==> src/rtl/pmc_pkg.sv <==
// Shared types for the power mode controller.
// Assumes: mode codes are seen outside the block and must stay fixed.
package pmc_pkg;

    // Externally visible mode codes.
    typedef enum logic [2:0] {
        MODE_RESET   = 3'd0,
        MODE_ACTIVE  = 3'd1,
        MODE_SUBACT  = 3'd2,
        MODE_SLEEP   = 3'd3,
        MODE_STANDBY = 3'd4
    } pmc_mode_e;

    // Internal sequencer states; settling reports as standby.
    typedef enum logic [2:0] {
        ST_RESET,
        ST_ACTIVE,
        ST_SUBACT,
        ST_SLEEP,
        ST_STANDBY,
        ST_SETTLE
    } pmc_state_e;

endpackage

==> src/rtl/pmc_wake_qual.sv <==
// Wake qualifier: reports a wake when some request line is enabled
// and the CPU mask bit is clear. Purely combinational.
// Assumes: request and enable lines are already synchronous to clk.
module pmc_wake_qual #(
    parameter int NUM_IRQ = 8
) (
    input  logic [NUM_IRQ-1:0] irq_req,
    input  logic [NUM_IRQ-1:0] irq_en,
    input  logic               int_mask,
    output logic               wake
);

    logic [NUM_IRQ-1:0] live;

    // Per-line qualification of request by enable.
    genvar g;
    generate
        for (g = 0; g < NUM_IRQ; g++) begin : g_line
            assign live[g] = irq_req[g] & irq_en[g];
        end
    endgenerate

    // Any live line wakes unless the CPU mask blocks it.
    always_comb wake = (|live) & ~int_mask;

endmodule

==> src/rtl/pmc_settle_cnt.sv <==
// Oscillator settling counter: loads a count and counts down to zero.
// done is high whenever the count is zero.
// Assumes: synchronous active-low reset clears the count.
module pmc_settle_cnt #(
    parameter int SETTLE_W = 8
) (
    input  logic                clk,
    input  logic                rst_n,
    input  logic                load,
    input  logic [SETTLE_W-1:0] load_val,
    output logic                done
);

    localparam logic [SETTLE_W-1:0] CNT_ONE = SETTLE_W'(1);

    logic [SETTLE_W-1:0] cnt_q;

    // Load on request, otherwise count down and stop at zero.
    always_ff @(posedge clk) begin
        if (!rst_n)           cnt_q <= '0;
        else if (load)        cnt_q <= load_val;
        else if (cnt_q != '0) cnt_q <= cnt_q - CNT_ONE;
    end

    // Expiry flag.
    always_comb done = (cnt_q == '0);

    // a running count drops by exactly one per cycle.
    p_count_down_r9: assert property (@(posedge clk) disable iff (!rst_n)
        (!load && cnt_q != '0) |=> (cnt_q == $past(cnt_q) - CNT_ONE));

    // a load is taken exactly.
    p_count_load_r9: assert property (@(posedge clk) disable iff (!rst_n)
        load |=> (cnt_q == $past(load_val)));

endmodule

==> src/rtl/pmc_rst_strobe.sv <==
// Peripheral reset strobe: on fire, drives the mask for one cycle.
// Assumes: fire is never high in two cycles in a row.
module pmc_rst_strobe #(
    parameter int NUM_PERIPH = 6
) (
    input  logic                  clk,
    input  logic                  rst_n,
    input  logic                  fire,
    input  logic [NUM_PERIPH-1:0] mask,
    output logic [NUM_PERIPH-1:0] strobe
);

    genvar g;
    generate
        for (g = 0; g < NUM_PERIPH; g++) begin : g_per
            // One register per peripheral strobe.
            always_ff @(posedge clk) begin
                if (!rst_n) strobe[g] <= 1'b0;
                else        strobe[g] <= fire & mask[g];
            end
        end
    endgenerate

endmodule

==> src/rtl/pmc_power_ctrl.sv <==
// Power mode controller top. Sequences reset, active, subactive, sleep,
// standby and standby settling, and derives clock, I/O and reset controls.
// Assumes: all inputs synchronous to clk; rst_n is the reset pin, sampled
// synchronously; the clock generator honours the enables within a cycle.
module pmc_power_ctrl #(
    parameter int NUM_IRQ    = 8,
    parameter int NUM_PERIPH = 6,
    parameter int SETTLE_W   = 8,
    parameter int DIV_W      = 3
) (
    input  logic                  clk,
    input  logic                  rst_n,
    input  logic                  sleep_req,
    input  logic                  standby_sel,
    input  logic                  low_speed_sel,
    input  logic [DIV_W-1:0]      clk_div_sel,
    input  logic [NUM_IRQ-1:0]    irq_req,
    input  logic [NUM_IRQ-1:0]    irq_en,
    input  logic                  int_mask,
    input  logic [NUM_PERIPH-1:0] periph_rst_mask,
    input  logic [SETTLE_W-1:0]   settle_cycles,
    output logic                  cpu_clk_en,
    output logic                  per_clk_en,
    output logic [DIV_W-1:0]      per_div_sel,
    output logic                  io_hiz,
    output logic [NUM_PERIPH-1:0] periph_rst,
    output logic [2:0]            mode
);
    import pmc_pkg::*;

    pmc_state_e state_q, state_d;
    pmc_state_e wake_dest;
    logic       wake, settle_done, running, enter_stby, settle_load;

    pmc_wake_qual #(.NUM_IRQ(NUM_IRQ)) i_wake (
        .irq_req (irq_req),
        .irq_en  (irq_en),
        .int_mask(int_mask),
        .wake    (wake)
    );

    pmc_settle_cnt #(.SETTLE_W(SETTLE_W)) i_settle (
        .clk     (clk),
        .rst_n   (rst_n),
        .load    (settle_load),
        .load_val(settle_cycles),
        .done    (settle_done)
    );

    pmc_rst_strobe #(.NUM_PERIPH(NUM_PERIPH)) i_strobe (
        .clk   (clk),
        .rst_n (rst_n),
        .fire  (enter_stby),
        .mask  (periph_rst_mask),
        .strobe(periph_rst)
    );

    // Decode helper conditions from the present state.
    always_comb begin
        running     = (state_q == ST_ACTIVE) || (state_q == ST_SUBACT);
        enter_stby  = running && sleep_req && standby_sel;
        settle_load = (state_q == ST_STANDBY) && wake;
        wake_dest   = low_speed_sel ? ST_SUBACT : ST_ACTIVE;
    end

    // Next-state selection.
    always_comb begin
        state_d = state_q;
        case (state_q)
            ST_RESET:   state_d = ST_ACTIVE;
            ST_ACTIVE,
            ST_SUBACT:  if (sleep_req) state_d = standby_sel ? ST_STANDBY : ST_SLEEP;
            ST_SLEEP:   if (wake) state_d = wake_dest;
            ST_STANDBY: if (wake) state_d = ST_SETTLE;
            ST_SETTLE:  if (settle_done) state_d = wake_dest;
            default:    state_d = ST_RESET;
        endcase
    end

    // State register; the reset pin wins over every transition.
    always_ff @(posedge clk) begin
        if (!rst_n) state_q <= ST_RESET;
        else        state_q <= state_d;
    end

    // Output decode from the registered state.
    always_comb begin
        cpu_clk_en  = running;
        per_clk_en  = running || (state_q == ST_SLEEP);
        io_hiz      = (state_q == ST_STANDBY) || (state_q == ST_SETTLE);
        per_div_sel = clk_div_sel;
        case (state_q)
            ST_ACTIVE:  mode = MODE_ACTIVE;
            ST_SUBACT:  mode = MODE_SUBACT;
            ST_SLEEP:   mode = MODE_SLEEP;
            ST_STANDBY,
            ST_SETTLE:  mode = MODE_STANDBY;
            default:    mode = MODE_RESET;
        endcase
    end

    // released reset always lands in active.
    p_release_active_r1: assert property (@(posedge clk) disable iff (!rst_n)
        (mode == MODE_RESET) |=> (mode == MODE_ACTIVE));

    // sleep request without standby select reaches sleep.
    p_sleep_entry_r3: assert property (@(posedge clk) disable iff (!rst_n)
        (running && sleep_req && !standby_sel) |=> (mode == MODE_SLEEP && !cpu_clk_en && per_clk_en));

    // sleep is held without a qualified wake.
    p_sleep_hold_r5: assert property (@(posedge clk) disable iff (!rst_n)
        (mode == MODE_SLEEP && !wake) |=> (mode == MODE_SLEEP));

    // wake target follows the low-speed bit.
    p_wake_target_r6: assert property (@(posedge clk) disable iff (!rst_n)
        (mode == MODE_SLEEP && wake) |=> (mode == (low_speed_sel_q ? MODE_SUBACT : MODE_ACTIVE)));

    // standby entry stops both clocks and floats the pins.
    p_standby_entry_r7: assert property (@(posedge clk) disable iff (!rst_n)
        enter_stby |=> (io_hiz && !cpu_clk_en && !per_clk_en));

    // the peripheral reset strobe lasts a single cycle.
    p_strobe_once_r8: assert property (@(posedge clk) disable iff (!rst_n)
        (periph_rst != '0) |=> (periph_rst == '0));

    // pins stay floating until the settling count expires.
    p_settle_hiz_r9: assert property (@(posedge clk) disable iff (!rst_n)
        (state_q == ST_SETTLE && !settle_done) |=> (io_hiz && !cpu_clk_en));

    // Registered copy of the low-speed bit for the R6 property.
    logic low_speed_sel_q;
    always_ff @(posedge clk) begin
        if (!rst_n) low_speed_sel_q <= 1'b0;
        else        low_speed_sel_q <= low_speed_sel;
    end

endmodule

==> config.mk <==
export PLATFORM = sky130hd
export DESIGN_NAME = pmc_power_ctrl
export DESIGN_NICKNAME = d
export VERILOG_FILES = /design/src/rtl/pmc_pkg.sv /design/src/rtl/pmc_wake_qual.sv /design/src/rtl/pmc_settle_cnt.sv /design/src/rtl/pmc_rst_strobe.sv /design/src/rtl/pmc_power_ctrl.sv
export SDC_FILE = /design/constraint.sdc
export NUM_CORES = 1
export LEC_CHECK = 0
export BUFFER_PORTS_ARGS = -buffer_cell sky130_fd_sc_hd__clkbuf_2
export CORE_ASPECT_RATIO = 0.9
export CORE_MARGIN = 2
export CORE_UTILIZATION = 30
export CTS_CLUSTER_DIAMETER = 40
export CTS_CLUSTER_SIZE = 16
export DETAILED_ROUTE_END_ITERATION = 6
export PLACE_DENSITY = 0.6
export SLEW_MARGIN = 20
export SYNTH_ARGS = -nofsm -noshare
export SYNTH_HDL_FRONTEND = slang
export SYNTH_SLANG_ARGS = --single-unit
==> constraint.sdc <==
create_clock -name clk -period 1.7 [get_ports clk]
set_clock_uncertainty 0.15 [all_clocks]
set_input_delay 0.255 -clock clk [delete_from_list [all_inputs] [get_ports clk]]
set_output_delay 0.255 -clock clk [all_outputs]
set_load 0.03 [all_outputs]
# Word-level counts from Yosys, hierarchy flattened
# Index checks and enable logic that the tools add are counted.
# totals
in_bits	39
register_bits	17
output_inout_bits	15
# classes
n_addsub	1
bitwise	16
eq_ne	9
n_reduce_logical	14
muxes	10
# ops
operator	count
$mux 8	2
$and 1x1->1	15
$mux 3	5
$pmux 3 s5	1
$pmux 3 s4	1
$logic_not 8->1	1
$reduce_bool 8->1	1
$reduce_or 8->1	1
$sub 8x1->8 const B	1
$eq 3x2->1 const B	2
$eq 3x3->1 const B	2
$ne 2x2->1 const B	3
$reduce_and 4->1	1
$reduce_or 2->1	2
$eq 3x1->1 const B	1
$logic_and 1x1->1	3
$logic_not 3->1	1
$logic_or 1x1->1	3
$mux 2	1
$ne 2x1->1 const B	1
$reduce_bool 2->1	1
$not 1->1	1

# Logic depth before layout (Yosys ltp)
# logic_depth
word_depth	5
mapped_depth	8

# By module
# Synthesis repeated with hierarchy kept, for this count alone.
# unflattened
hier_cells	123
hier_area_um2	1072.3
# modules_own_cells
module	n_inst	area_each_um2	cells_each
pmc_settle_cnt	1	457.9	51
pmc_power_ctrl	1	417.9	55
pmc_rst_strobe	1	157.7	12
pmc_wake_qual	1	38.8	5

# Worst setup path after synthesis
# OpenSTA, ideal clock, no wires.
# synth_timing
path_type	flip-flop to flip-flop
startpoint	reg i_settle.cnt_q[0]
endpoint	reg state_q[0]
arrival_time_ns	1.574
slack_ns	-0.143
synth_period_minus_slack_ns	1.843
required_time_ns	1.431
path_stages_with_launch	8
cell_sequence	dfxtp_1 -> inv_1 -> ha_1 -> nor3b_1 -> nand3_1 -> o211a_1 -> or2_1 -> o221a_1
# synth_via
elab_chain_len	3
# synth_rtl
item	line	text
start, declared	pmc_settle_cnt.sv:16	logic [SETTLE_W-1:0] cnt_q;
start signal, assigned	pmc_settle_cnt.sv:21	else if (load) cnt_q <= load_val;
start signal, assigned	pmc_settle_cnt.sv:22	else if (cnt_q != '0) cnt_q <= cnt_q - CNT_ONE;
$logic_not 8->1	pmc_settle_cnt.sv:26	always_comb done = (cnt_q == '0);
$ne 2x1->1 (no source line)	--	
$reduce_and 4->1 (no source line)	--	
end signal, assigned	pmc_power_ctrl.sv:83	else state_q <= state_d;
end, declared	pmc_power_ctrl.sv:31	pmc_state_e state_q, state_d;
# No other way between the ends.
# A chain may end at the register's enable or synchronous reset.

# Worst setup path in the final report
# layout_timing
startpoint	reg i_settle.cnt_q[1]
endpoint	reg state_q[0]
# The elaborated chain is that of the path after synthesis.

==> results.ini <==
[timing]
finalCriticalPeriod_ns=1.66
hold_violations=0
setup_ws_ns=0.0383
fmax_mhz=602
slew_viol_final=0
worst_pin_slew_ns=0.295
setup_viol=0
whs_ns=0.0521
rsz0062_at_grt=true
timing.final.crit_share=0.977
slew_headroom=0.803

[min_path]
min_from=periph_rst_mask[0]
min_path_type=input port to flip-flop
whs_endpoint=i_strobe.strobe[0]$_SDFF_PN0_
hold_depth=2

[cells_and_area]
area_growth_syn_to_layout_pct=39.8
multi_input_area_um2=628
nFillCells=352
layout-drive-gt1-share=0.441
regArea_um2=345
antenna_cells=0
nets=228
postLayoutCellArea_mm2=0.00146

[cts]
clk_latency_ns=0.25
cts-buffers-inserted=3
cts_tree=done
clkTransAtPathRegs_ns=0.07
holdBufCountCts=0
numClockSinks=17
ctsRootBufferMaster=clkbuf_8
clockBufferDepth=2
htreeDepth=1

[synthesis]
synthFlopType=dfxtp_1
synth_edf_count=0
synth_area_mm2=0.00104
synth_area_leaders=dfxtp_1 33%, nand2_1 5.8%, buf_4 5.0%, nor2_1 4.7%, o21ai_0 4.3%
synthesis.nets=170
async_reset_ff_frac=0
syn_avg_cell_area_um2=8.09
ys_ff_latch=17
ys_warn_count=0
ys_seq_area_frac=0.326
synth_cell_types=36
synth_top_area_cell=dfxtp_1
synthCells=129
yosysTopAreaCellShare=0.326

[worst_setup_path]
critPathKind=flip-flop to flip-flop
cp.required_ns=1.69
r2r_slack_ns=0.04
cp_slowest_cell=dfxtp_2
cp-start-kind=flip-flop
crit_path_end_kind=flip-flop
r2r_start=i_settle.cnt_q[1]$_SDFFE_PN0P_
crit_path_max_incr_delay_ns=0.32
rr_endpoint=state_q[0]$_SDFFE_PN0P_
cp_top_family=simple AND/OR/NAND/NOR gates
crit_path_cell_trace=inv_2 -> ha_4 -> nor3b_4 -> nand3_1 -> o211a_1 -> or2_1 -> o221a_1
path_max_fanout=3
crit_buf_inv=1
reg2regPathDepth=7
cp.arrival_ns=1.65

[run]
drv_cap=0

[routing]
drtAntennaViolNets=0
drt-vias-per-instance=4.80
first_iter_violations=31
first_pass_iters=4
num_vias=1104
wl_per_cell_um=11.7
drc_errors=0
wl_um=2690

[floorplan]
rows=20
die_h_um=60.0
core_mm2=0.00335
die-area_mm2=0.00397
fp.dieW_um=66.2
pin_count=54
start_util=0.311

[global_route]
grt.total_usage=0.141
grt_pass1_wl_um=4280
globalRouteOverflowTotal=0
grt_max_degree=16
antenna_found_initial=0
grt_pass1_vias=1022

[power]
p_per_area_mw_per_mm2=1690
peakVddDrop_mv=0.535
total_power_w=0.00247
leakage_nw=0.697

[place]
port_buffers=47
place_congestion=0.815
dp_slack_ns=-0.00713
placed_cell_area_mm2=0.00136
place_hpwl_um=2130

[outcome]
status=completed

==> routing by layer <==
layer | track usage | wire length, um
met4 | 0.0554 | 42
met2 | 0.241 | 1330
met1 | 0.168 | 1180
met3 | 0.0377 | 134
met5 | 0 | 0
==> state kept, by name (all words and copies together), names as in the netlist <==
name             count
state_q              3
i_settle.cnt_q       8
i_strobe.strobe      6
==> power by group <==
part / switching [W] / internal, W / leakage (nW)
clock: 0.000137 / 0.000166 / 0.0228
sequential: 0.000133 / 0.000523 / 0.141
combinational: 0.000785 / 0.000724 / 0.534
==> cell usage after synthesis (3+ instances only) <==
cell       n
o21ai_0    9
a211oi_1   3
xnor2_1    3
dfxtp_1   17
and2_1     6
nand4_1    4
a21oi_1    5
nand3_1    5
nor2_1    13
buf_4      7
inv_1      6
nand2_1   16
a22oi_1    4
==> worst reg2reg max path: cells and delay by family, from the launching register on <==
kind            cells  cell delay [ns]
flops               1             0.32
fa+ha+maj           1             0.14
buf+inv             1             0.07
compound gates      2             0.37
simple gates        3             0.50
==> cells in the final DEF, fill, tap and decap left out, types with 4 or more instances in the layout <==
cell type	n
a21oi_1	4
a22oi_1	4
and2_1	6
buf_4	17
clkbuf_2	47
dfxtp_1	13
dfxtp_2	4
inv_1	4
nand2_1	15
nand3_1	5
nand4_1	4
nor2_1	13
o21ai_0	9
==> cells by family (layout without fill, tap and decap cells) <==
logic type,Yosys count,in the layout,share of synthesized area
and+or+nand+nor,55,55,0.277
AOI/OAI and AO/OA,32,32,0.206
DFF,17,17,0.326
buffers and inverters,17,74,0.114
xor gates and xnor gates,4,4,0.0336
adders and majority gates,2,2,0.0240
muxes,2,2,0.0192
==> cell type report <==
type / instances / share of cell area
flip-flops and latches: 17 / 0.237
clock buffers: 4 / 0.0309
well taps: 44 / 0.0377
repair buffers: 64 / 0.249
multi-input cells: 95 / 0.431
inverters: 6 / 0.0154
==> worst max path at each step <==
stage	start	to	slack, ns	depth (start not counted)
final	i_settle.cnt_q[1]$_SDFFE_PN0P_	state_q[0]$_SDFFE_PN0P_	0.04	7
after global routing	i_settle.cnt_q[1]$_SDFFE_PN0P_	state_q[0]$_SDFFE_PN0P_	-0.06	7
after CTS	i_settle.cnt_q[0]$_SDFFE_PN0P_	state_q[0]$_SDFFE_PN0P_	0.005	7
after floorplan	i_settle.cnt_q[0]$_SDFFE_PN0P_	state_q[0]$_SDFFE_PN0P_	0.01	7
after global placement	state_q[0]$_SDFFE_PN0P_	state_q[0]$_SDFFE_PN0P_	0.04	5
after detailed placement	state_q[0]$_SDFFE_PN0P_	state_q[0]$_SDFFE_PN0P_	-0.007	5
==> stage by stage <==
step                cells   util  TNS (ns)
finish                230  0.435         0
global route          230  0.435   -0.0600
CTS                   227  0.421         0
detailed placement    222  0.405  -0.00713
global placement      222  0.405         0
floorplan             129      -         0
==> timing repair <==
action                     in CTS  in global routing
pin swaps                       0                  5
gates resized for setup         1                  8
setup endpoints to repair       1                 10
cloned                          0                  0
buffers inserted                1                  3
No activity file was read; power rests on OpenSTA's default activity.
